**src/rtl/urx_pkg.sv**
```systemverilog
package urx_pkg;
  typedef enum logic [2:0] {
    ST_IDLE  = 3'd0,
    ST_START = 3'd1,
    ST_DATA  = 3'd2,
    ST_PAR   = 3'd3,
    ST_STOP  = 3'd4
  } state_e;

  typedef enum logic [2:0] {
    PAR_NONE  = 3'd0,
    PAR_ODD   = 3'd1,
    PAR_EVEN  = 3'd2,
    PAR_ONE   = 3'd3,
    PAR_ZERO  = 3'd4
  } par_e;

  typedef enum logic [1:0] {
    STOP_HALF    = 2'd0,
    STOP_ONE     = 2'd1,
    STOP_ONEHALF = 2'd2,
    STOP_TWO     = 2'd3
  } stop_e;
endpackage

```
**src/rtl/urx_line_sync.sv**
```systemverilog
module urx_line_sync #(
  parameter int STAGES = 2
) (
  input  logic clk,
  input  logic rst_n,
  input  logic din,
  input  logic invert,
  output logic line
);
  logic [STAGES-1:0] q;

  generate
    for (genvar g = 0; g < STAGES; g++) begin : g_stage
      if (g == 0) begin : g_first
        always_ff @(posedge clk or negedge rst_n)
          if (!rst_n) q[0] <= 1'b0;
          else        q[0] <= din;
      end else begin : g_next
        always_ff @(posedge clk or negedge rst_n)
          if (!rst_n) q[g] <= 1'b0;
          else        q[g] <= q[g-1];
      end
    end
  endgenerate

  assign line = q[STAGES-1] ^ invert;
endmodule

```
**src/rtl/urx_frame_ctrl.sv**
```systemverilog
module urx_frame_ctrl
  import urx_pkg::*;
#(
  parameter int OVS = 16,
  parameter int CW  = $clog2(2*OVS),
  parameter int LW  = 4
) (
  input  logic          clk,
  input  logic          rst_n,
  input  logic          tick,
  input  logic          line,
  input  logic          par_en,
  input  stop_e         stop_sel,
  input  logic [LW-1:0] last_idx,
  output state_e        st,
  output logic [CW-1:0] cnt,
  output logic          clr,
  output logic          data_stb,
  output logic          par_stb,
  output logic          stop_stb,
  output logic          done
);
  localparam int MID  = OVS/2 - 1;
  localparam int QTR  = OVS/4 - 1;
  localparam int LAST = OVS - 1;

  state_e        st_n;
  logic [CW-1:0] cnt_n;
  logic [LW-1:0] idx, idx_n;
  logic          prev_hi, prev_n;
  logic [CW-1:0] chk_pt, fin_pt, end_pt;

  // Stop-phase sample, final and exit points per stop length
  always_comb begin
    unique case (stop_sel)
      STOP_HALF:    begin chk_pt = CW'(QTR); fin_pt = CW'(QTR);       end_pt = CW'(MID);       end
      STOP_ONE:     begin chk_pt = CW'(MID); fin_pt = CW'(MID);       end_pt = CW'(MID);       end
      STOP_ONEHALF: begin chk_pt = CW'(MID); fin_pt = CW'(OVS + QTR); end_pt = CW'(OVS + QTR); end
      default:      begin chk_pt = CW'(MID); fin_pt = CW'(OVS + MID); end_pt = CW'(OVS + MID); end
    endcase
  end

  always_comb begin
    st_n     = st;
    cnt_n    = cnt;
    idx_n    = idx;
    prev_n   = prev_hi;
    clr      = 1'b0;
    data_stb = 1'b0;
    par_stb  = 1'b0;
    stop_stb = 1'b0;
    done     = 1'b0;
    if (tick) begin
      prev_n = line;
      cnt_n  = cnt + 1'b1;
      unique case (st)
        ST_IDLE: begin
          cnt_n = '0;
          if (!line && prev_hi) begin
            st_n = ST_START;
            clr  = 1'b1;
          end
        end
        ST_START: begin
          if (cnt == CW'(MID) && line) begin
            st_n  = ST_IDLE;
            cnt_n = '0;
          end else if (cnt == CW'(LAST)) begin
            st_n  = ST_DATA;
            cnt_n = '0;
            idx_n = '0;
          end
        end
        ST_DATA: begin
          data_stb = (cnt == CW'(MID));
          if (cnt == CW'(LAST)) begin
            cnt_n = '0;
            if (idx == last_idx) st_n = par_en ? ST_PAR : ST_STOP;
            else                 idx_n = idx + 1'b1;
          end
        end
        ST_PAR: begin
          par_stb = (cnt == CW'(MID));
          if (cnt == CW'(LAST)) begin
            st_n  = ST_STOP;
            cnt_n = '0;
          end
        end
        ST_STOP: begin
          stop_stb = (cnt == chk_pt) || (cnt == fin_pt);
          done     = (cnt == fin_pt);
          if (cnt == end_pt) begin
            st_n  = ST_IDLE;
            cnt_n = '0;
          end
        end
        default: begin
          st_n  = ST_IDLE;
          cnt_n = '0;
        end
      endcase
    end
  end

  always_ff @(posedge clk or negedge rst_n) begin
    if (!rst_n) begin
      st      <= ST_IDLE;
      cnt     <= '0;
      idx     <= '0;
      prev_hi <= 1'b0;
    end else begin
      st      <= st_n;
      cnt     <= cnt_n;
      idx     <= idx_n;
      prev_hi <= prev_n;
    end
  end
endmodule

```
**src/rtl/urx_assembler.sv**
```systemverilog
module urx_assembler
  import urx_pkg::*;
#(
  parameter int DMAX = 9,
  parameter int LW   = 4
) (
  input  logic            clk,
  input  logic            rst_n,
  input  logic            line,
  input  logic            inv_data,
  input  logic            msb_first,
  input  par_e            par_mode,
  input  logic [LW-1:0]   len,
  input  logic            clr,
  input  logic            data_stb,
  input  logic            par_stb,
  input  logic            stop_stb,
  input  logic            done,
  output logic [DMAX-1:0] data,
  output logic            valid,
  output logic            par_err,
  output logic            frm_err
);
  logic [DMAX-1:0] sh, sh_n, data_n;
  logic            acc, acc_n, pbad, pbad_n, sbad, sbad_n;
  logic            valid_n, perr_n, ferr_n;
  logic            bit_in;
  logic [LW-1:0]   shamt;

  assign bit_in = line ^ inv_data;
  assign shamt  = LW'(DMAX) - len;

  always_comb begin
    sh_n    = sh;
    acc_n   = acc;
    pbad_n  = pbad;
    sbad_n  = sbad;
    data_n  = data;
    perr_n  = par_err;
    ferr_n  = frm_err;
    valid_n = 1'b0;
    if (clr) begin
      sh_n   = '0;
      acc_n  = 1'b0;
      pbad_n = 1'b0;
      sbad_n = 1'b0;
    end
    if (data_stb) begin
      acc_n = acc ^ bit_in;
      if (msb_first) sh_n = {sh[DMAX-2:0], bit_in};
      else           sh_n = {bit_in, sh[DMAX-1:1]};
    end
    if (par_stb) begin
      unique case (par_mode)
        PAR_ODD:  pbad_n = ~(acc ^ bit_in);
        PAR_EVEN: pbad_n = acc ^ bit_in;
        PAR_ONE:  pbad_n = ~bit_in;
        PAR_ZERO: pbad_n = bit_in;
        default:  pbad_n = 1'b0;
      endcase
    end
    if (stop_stb && !line) sbad_n = 1'b1;
    if (done) begin
      valid_n = 1'b1;
      data_n  = msb_first ? sh : (sh >> shamt);
      perr_n  = pbad;
      ferr_n  = sbad | ~line;
    end
  end

  always_ff @(posedge clk or negedge rst_n) begin
    if (!rst_n) begin
      sh      <= '0;
      acc     <= 1'b0;
      pbad    <= 1'b0;
      sbad    <= 1'b0;
      data    <= '0;
      valid   <= 1'b0;
      par_err <= 1'b0;
      frm_err <= 1'b0;
    end else begin
      sh      <= sh_n;
      acc     <= acc_n;
      pbad    <= pbad_n;
      sbad    <= sbad_n;
      data    <= data_n;
      valid   <= valid_n;
      par_err <= perr_n;
      frm_err <= ferr_n;
    end
  end
endmodule

```
**src/rtl/urx_top.sv**
```systemverilog
module urx_top
  import urx_pkg::*;
#(
  parameter int OVS     = 16,
  parameter int DMAX    = 9,
  parameter int DMIN    = 5,
  parameter int SYNC    = 2
) (
  input  logic            clk,
  input  logic            rst_n,
  input  logic            tick_16x,
  input  logic            rxd,
  input  logic [3:0]      cfg_data_bits,
  input  logic [2:0]      cfg_parity,
  input  logic [1:0]      cfg_stop,
  input  logic            cfg_msb_first,
  input  logic            cfg_inv_line,
  input  logic            cfg_inv_data,
  output logic [DMAX-1:0] rx_data,
  output logic            rx_valid,
  output logic            rx_parity_err,
  output logic            rx_frame_err
);
  localparam int LW = 4;
  localparam int CW = $clog2(2*OVS);

  logic [1:0]    rst_pipe;
  logic          rst_q_n;
  logic          line;
  logic [LW-1:0] len_eff;
  par_e          par_mode;
  stop_e         stop_sel;
  logic          par_en;
  state_e        fsm_state;
  logic [CW-1:0] fsm_cnt;
  logic          clr, data_stb, par_stb, stop_stb, done;

  // Reset asserts asynchronously, releases on a clock edge
  always_ff @(posedge clk or negedge rst_n)
    if (!rst_n) rst_pipe <= 2'b00;
    else        rst_pipe <= {rst_pipe[0], 1'b1};
  assign rst_q_n = rst_pipe[1];

  always_comb begin
    if (cfg_data_bits < LW'(DMIN))      len_eff = LW'(DMIN);
    else if (cfg_data_bits > LW'(DMAX)) len_eff = LW'(DMAX);
    else                                len_eff = cfg_data_bits;
  end

  assign par_mode = (cfg_parity > 3'd4) ? PAR_NONE : par_e'(cfg_parity);
  assign stop_sel = stop_e'(cfg_stop);
  assign par_en   = (par_mode != PAR_NONE);

  urx_line_sync #(.STAGES(SYNC)) u_sync (
    .clk    (clk),
    .rst_n  (rst_q_n),
    .din    (rxd),
    .invert (cfg_inv_line),
    .line   (line)
  );

  urx_frame_ctrl #(.OVS(OVS), .CW(CW), .LW(LW)) u_ctrl (
    .clk      (clk),
    .rst_n    (rst_q_n),
    .tick     (tick_16x),
    .line     (line),
    .par_en   (par_en),
    .stop_sel (stop_sel),
    .last_idx (len_eff - 1'b1),
    .st       (fsm_state),
    .cnt      (fsm_cnt),
    .clr      (clr),
    .data_stb (data_stb),
    .par_stb  (par_stb),
    .stop_stb (stop_stb),
    .done     (done)
  );

  urx_assembler #(.DMAX(DMAX), .LW(LW)) u_asm (
    .clk       (clk),
    .rst_n     (rst_q_n),
    .line      (line),
    .inv_data  (cfg_inv_data),
    .msb_first (cfg_msb_first),
    .par_mode  (par_mode),
    .len       (len_eff),
    .clr       (clr),
    .data_stb  (data_stb),
    .par_stb   (par_stb),
    .stop_stb  (stop_stb),
    .done      (done),
    .data      (rx_data),
    .valid     (rx_valid),
    .par_err   (rx_parity_err),
    .frm_err   (rx_frame_err)
  );
endmodule

```
**config.mk**
```make
export PLATFORM = sky130hd
export DESIGN_NAME = urx_top
export DESIGN_NICKNAME = d
export VERILOG_FILES = /design/src/rtl/urx_pkg.sv /design/src/rtl/urx_line_sync.sv /design/src/rtl/urx_frame_ctrl.sv /design/src/rtl/urx_assembler.sv /design/src/rtl/urx_top.sv
export SDC_FILE = /design/constraint.sdc
export NUM_CORES = 1
export LEC_CHECK = 0
export CAP_MARGIN = 20
export CORE_ASPECT_RATIO = 1.5
export CORE_MARGIN = 3
export CORE_UTILIZATION = 45
export CTS_CLUSTER_SIZE = 24
export DETAILED_ROUTE_END_ITERATION = 7
export PLACE_DENSITY = 0.71
export RECOVER_POWER = 25
export SLEW_MARGIN = 20
export SYNTH_ARGS = -nofsm -noshare
export SYNTH_HDL_FRONTEND = slang
export SYNTH_HIERARCHICAL = 1
export SYNTH_SLANG_ARGS = --single-unit
```
**constraint.sdc**
```tcl
create_clock -name clk -period 1.3 [get_ports clk]
set_input_delay 0.39 -clock clk [delete_from_list [all_inputs] [get_ports clk]]
set_output_delay 0.39 -clock clk [all_outputs]
set_load 0.005 [all_outputs]
```
==> results of run 1 <==
cell usage in the layout (no fill, tap or decap), types with 3 or more instances in the layout:
cell             Yosys  layout
a21oi_1              8       6
a31oi_1             10       9
buf_2                1       3
buf_4                1      88
buf_6                4      15
clkbuf_2             0      11
clkbuf_8             0       5
clkdlybuf4s50_1      0       6
dfrtp_1             41      40
dlygate4sd2_1        0       5
ha_4                 0       4
inv_1               24      17
inv_2                0       4
inv_4                0       3
mux2_2               4       3
mux2i_1             20      19
nand2_1             27      22
nand2_2              0       3
nand2b_1             8       7
nand3_1              7       4
nand4_1              3       3
nor2_1              19      12
nor2_2               0       4
nor2_4               0       4
nor2b_1              5       4
nor3_4               0       3
o21ai_0             19       9
o21ai_1              0       9
o22ai_2              0       3
o31ai_1              7       5
xnor2_1             10       7
xnor2_2              0       3
worst max-delay path by stage:
stage                     start           end  slack [ns]  depth (start not counted)
2_1_floorplan  cfg_data_bits[3]  u_ctrl/st[2]       -1.12                          8
3_3_place_gp   cfg_data_bits[3]  u_ctrl/st[2]       -1.57                          9
3_5_place_dp   cfg_data_bits[3]  u_ctrl/st[2]       -1.69                          9
4_1_cts           u_ctrl/cnt[0]  u_ctrl/st[2]       -0.99                          6
5_1_grt           u_ctrl/cnt[0]  u_ctrl/st[2]       -1.07                          7
6_report          u_ctrl/cnt[0]  u_ctrl/st[2]       -1.03                          7
where the power goes:
group          total [mW]  switching [mW]  internal [mW]
logic                1.65           0.785          0.865
registers            1.47          0.0927           1.38
clock network        1.06           0.484          0.571
cell families (layout without fill, tap and decap cells):
logic type / Yosys count / in the layout / share of synthesized area (%)
and+or+nand+nor: 94 / 95 / 18.7
muxes: 26 / 26 / 10.9
buffers and inverters: 38 / 166 / 6.73
AOI/OAI and AO/OA: 69 / 69 / 17.2
adders and majority gates: 6 / 6 / 2.84
DFF: 41 / 41 / 38.9
xor gates and xnor gates: 13 / 13 / 4.60
other: 1 / 1 / 0.142
layer usage:
layer	part of all wire, %	GRT usage (%)	vias up
li1	-	-	1282
met1	36	23.9	1288
met2	57	46.4	65
met3	2.6	3.58	33
met4	4.6	11.8	0
met5	0	0	-
what timing repair did:
item	in CTS	in global routing
pin swaps	21	8
gates cloned	4	0
gates resized for setup	99	35
setup buffers	24	11
endpoints found under the setup margin	49	47
state kept, by name, summed over array words and instances, names as in the netlist:
signal	flops
u_asm/acc	1
u_ctrl/idx	4
u_ctrl/prev_hi	1
u_asm/sh	9
u_asm/frm_err	1
u_asm/sbad	1
u_asm/par_err	1
u_sync/q	2
u_ctrl/st	3
u_asm/data	9
u_asm/valid	1
u_asm/pbad	1
rst_pipe	2
u_ctrl/cnt	5
final cells by class:
cell class                      instances  area [um2]
Clock buffer                            6        72.6
Tap cell                               70        87.6
Inverter                               24        97.6
Multi-Input combinational cell        210        1870
Timing Repair Buffer                  134        1100
Clock inverter                          2        35.0
Fill cell                             358        1280
Sequential cell                        41        1030
critical path: cells and delay by family, from the launching register on:
kind,cells,cell delay (ns)
fa+ha+maj,1,0.16
compound gates,1,0.30
mux,1,0.31
simple gates,3,0.91
flops,1,0.41
buf+inv,1,0.13
per-stage QoR:
stage	setup WS, ns	util [%]
floorplan	-1.12	-
global placement	-1.57	65.7
detailed placement	-1.69	65.7
CTS	-0.988	75.1
global route	-1.07	77.0
finish	-1.03	77.0
==> flow_summary.json, run 1 <==
{
  "reg2reg_depth": 7,
  "grt_pass1_vias": 2785,
  "io_buffers": 27,
  "post-route-period-util_pct": 179,
  "worstMarginPinSlew_ns": 0.760,
  "hold_slack_ns": 0.277,
  "grt_max_degree": 27,
  "rsz0062_at_grt": "yes",
  "rrSetupSlack_ns": -1.03,
  "path_class": "reg2reg",
  "antenna_found_initial": 0,
  "violations": "setup timing",
  "crit_required_ns": 1.48,
  "max_stage_delay_ns": 0.53,
  "stdcell_count": 487,
  "ctsLongestPathBuffers": 2,
  "grt_pass1_wl_mm": 12.6,
  "ys_async_sr_fraction_pct": 100,
  "powerDensity_mw_per_mm2": 974,
  "wl_per_cell_um": 16.7,
  "hold_class": "reg2async",
  "drc": 0,
  "core_area_mm2": 0.00557,
  "gr-usage-all-layers_pct": 24.3,
  "fin_crit_ns": 2.33,
  "leakage_nw": 1.90,
  "diodes": 0,
  "drtIter0Drc": 122,
  "clk_pin_slew_ns": 0.09,
  "placed_cells": 446,
  "setup_tns_ns": -20.21,
  "setup_violations": 36,
  "synth.area.top_cells": "dfrtp_1 39%, mux2i_1 7.6%, nand2_1 3.8%",
  "design_power_total_mw": 4.18,
  "syn-instance-count": 288,
  "endpoint_kind": "flop",
  "cts_sinks": 41,
  "die_x_um": 68.5,
  "outcome": "finished, violations left",
  "reg2reg_to": "u_ctrl/st[2]",
  "fin_ws_ns": -1.03,
  "synth_edf_count": 0,
  "cts_max_level": 2,
  "grt_overflow": 0,
  "ir_drop_uv": 805,
  "area_growth_pct": 62.7,
  "initial_utilization_pct": 47.3,
  "dieArea_mm2": 0.00684,
  "netlist_area_mm2": 0.00264,
  "die_h_um": 99.8,
  "nets": 438,
  "crit_fanout": 4,
  "maxSlewHeadroom_pct": 49.4,
  "fmax_mhz": 429,
  "drtPass1Iterations": 4,
  "max_cap_violations": 0,
  "finalInstanceArea_mm2": 0.00429,
  "synth_seq_cells": 41,
  "timing.rr.start": "u_ctrl/cnt[0]",
  "cts_buffers": 5,
  "synth_flop_cell": "dfrtp_1",
  "row_count": 33,
  "synth_seq_area_share_pct": 38.9,
  "postSynthAreaPerCell_um2": 9.16,
  "ant_nets": 0,
  "synth_cell_types": 57,
  "cts_hold_buf": 0,
  "synth_area_leader_cell": "dfrtp_1",
  "hold_violations": 0,
  "place_area_mm2": 0.00366,
  "vias": 2668,
  "slowest_stage": "or4b_4",
  "ys.warnings.count": 6,
  "via_per_inst": 5.48,
  "clk_latency_ns": 0.30,
  "gp_congestion": 0.820,
  "slew_violations": 0,
  "routed_wl_mm": 8.14,
  "worstPathCellList": "ha_4, buf_4, and4bb_2, nand2b_1, a32o_2, or4b_4, mux2_4",
  "synth_top_area_share_pct": 38.9,
  "cp-start-kind": "flop",
  "hpwl_mm": 5.18,
  "finalClockSkew_ns": 0.0105,
  "drive_above_1_share_pct": 48.7,
  "synthesis.nets": 310,
  "synth_common_cells": "41 x dfrtp_1, 27 x nand2_1, 24 x inv_1, 20 x mux2i_1",
  "pin_count": 28,
  "root_buffer": "clkbuf_8",
  "cts_tree": "yes",
  "critPathArrivalTime_ns": 2.51,
  "yosysMostFrequentCell": "dfrtp_1"
}
(Power assumes the default switching activity.)
==> run 2: changes to the inputs <==
--- a/config.mk
+++ b/config.mk
@@ -13,7 +13,6 @@
 export DETAILED_ROUTE_END_ITERATION = 7
 export PLACE_DENSITY = 0.71
 export RECOVER_POWER = 25
-export SLEW_MARGIN = 20
 export SYNTH_ARGS = -nofsm -noshare
 export SYNTH_HDL_FRONTEND = slang
 export SYNTH_HIERARCHICAL = 1
==> constraint.sdc (replaced) <==
create_clock -name clk -period 2.1 [get_ports clk]
set_input_delay 0.63 -clock clk [delete_from_list [all_inputs] [get_ports clk]]
set_output_delay 0.63 -clock clk [all_outputs]
set_load 0.005 [all_outputs]
==> flow_summary.json, run 2 (synthesis gave the netlist of run 1 again) <==
{
  "cts_hold_buf": 0,
  "clk_latency_ns": 0.30,
  "setup_violations": 4,
  "endpoint_kind": "flop",
  "slowest_stage": "or4b_4",
  "rrSetupSlack_ns": -0.27,
  "met1_usage_pct": 22.9,
  "crit_fanout": 2,
  "cts_sinks": 41,
  "cts_tree": "yes",
  "powerDensity_mw_per_mm2": 637,
  "hold_class": "reg2async",
  "antenna_found_initial": 0,
  "grt.busiest_layer": "met2",
  "rsz0062_at_grt": "yes",
  "max_cap_violations": 0,
  "timing.rr.start": "u_ctrl/cnt[0]",
  "hpwl_mm": 4.95,
  "wl_per_cell_um": 15.3,
  "fin_ws_ns": -0.297,
  "leakage_nw": 1.64,
  "drc": 0,
  "slew_violations": 0,
  "vias": 2452,
  "nFillCells": 467,
  "area_growth_pct": 42.7,
  "ant_nets": 0,
  "via_per_inst": 5.50,
  "violations": "setup timing",
  "cp-start-kind": "input port",
  "clk_pin_slew_ns": 0.09,
  "startpoint": "cfg_stop[0]",
  "ctsLongestPathBuffers": 2,
  "place_area_mm2": 0.00344,
  "placed_cells": 430,
  "nets": 397,
  "finalClockSkew_ns": 0.0104,
  "row_count": 33,
  "drtPass1Iterations": 5,
  "finalInstanceArea_mm2": 0.00376,
  "drive_above_1_share_pct": 31.9,
  "cts_buffers": 5,
  "grt_overflow": 0,
  "cts_max_level": 2,
  "reg2reg_to": "u_ctrl/st[2]",
  "worstMarginPinSlew_ns": 0.876,
  "cp_top_family": "simple AND/OR/NAND/NOR gates",
  "final_common_cell": "buf_4",
  "hold_violations": 0,
  "post-route-period-util_pct": 114,
  "drtIter0Drc": 132,
  "ir_drop_uv": 519,
  "top_regs": "u_asm/data x9, u_asm/sh x9, u_ctrl/cnt x5",
  "endpoint": "u_ctrl/st[2]",
  "pin_count": 28,
  "max_stage_delay_ns": 0.53,
  "use_met2_pct": 38.7,
  "critPathArrivalTime_ns": 2.58,
  "worstPathCellList": "clkdlybuf4s15_2, xor2_2, or4_4, a32o_2, or4b_4, mux2_4",
  "grt_pass1_vias": 2428,
  "grt_max_degree": 35,
  "reg2reg_depth": 6,
  "io_buffers": 27,
  "core_area_mm2": 0.00557,
  "dieArea_mm2": 0.00684,
  "met3_usage_pct": 2.80,
  "gr-usage-all-layers_pct": 20.7,
  "critPathBufInv": 1,
  "crit_required_ns": 2.29,
  "maxSlewHeadroom_pct": 41.6,
  "routed_wl_mm": 6.82,
  "die_x_um": 68.5,
  "stdcell_count": 446,
  "root_buffer": "clkbuf_8",
  "fmax_mhz": 417,
  "final_cell_mix": "61 x buf_4, 41 x dfrtp_1, 27 x nand2_1, 20 x inv_1, 20 x mux2i_1",
  "setup_tns_ns": -0.600,
  "outcome": "finished, violations left",
  "diodes": 0,
  "grt_pass1_wl_mm": 10.9,
  "gp_congestion": 0.833,
  "path_class": "in2reg",
  "fin_crit_ns": 2.40,
  "cp.depth": 6,
  "initial_utilization_pct": 47.3,
  "die_h_um": 99.8,
  "dp_slack_ns": -1.10
}
[run 2: area by class of cell]
class                   count  area (um2)  share of cell area (%)
flip-flops and latches     41        1030                    27.3
clock inverters             3        68.8                    1.83
clock buffers               5        68.8                    1.83
multi-input cells         209        1610                    42.7
inverters                  24        92.6                    2.46
repair buffers             94         813                    21.6
well taps                  70        87.6                    2.33
[run 2: through the flow]
stage | utilization (%) | hold WS [ns] | power (mW)
global placement | 61.8 | 0.0840 | 1.57
floorplan | - | 0.331 | 1.30
finish | 67.5 | 0.0798 | 2.40
detailed placement | 61.8 | 0.0938 | 1.58
global route | 67.5 | 0.108 | 2.52
CTS | 65.2 | 0.0959 | 2.39
[run 2: power breakdown]
part | switching, mW | total (mW) | internal [mW]
Combinational | 0.338 | 0.693 | 0.355
Sequential | 0.0636 | 0.919 | 0.855
Clock | 0.306 | 0.785 | 0.479
[run 2: per-layer routing]
layer / wire length, um / share of wire, %
met1: 2580 / 38
met2: 3900 / 57
met3: 166 / 2.4
met4: 173 / 2.5
met5: 0 / 0
[run 2: how the worst min path moves through the flow]
stage / startpoint / end / slack [ns] / cells past startpoint
5_1_grt: rst_pipe[1] / u_asm/frm_err / 0.11 / 0
2_1_floorplan: rst_n / rst_pipe[0] / 0.33 / 0
3_5_place_dp: rst_pipe[1] / u_sync/q[0] / 0.09 / 0
6_report: rst_pipe[1] / u_asm/frm_err / 0.08 / 0
4_1_cts: rst_pipe[1] / u_asm/frm_err / 0.1 / 0
3_3_place_gp: rst_pipe[1] / u_sync/q[0] / 0.08 / 0
[run 2: repair_timing]
| action | in CTS | in global routing |
|---|---|---|
| endpoints found under the hold margin | 0 | 0 |
| pin swaps | 12 | 9 |
| gates resized for setup | 28 | 22 |
| setup endpoints to repair | 21 | 18 |
| setup buffers | 4 | 5 |
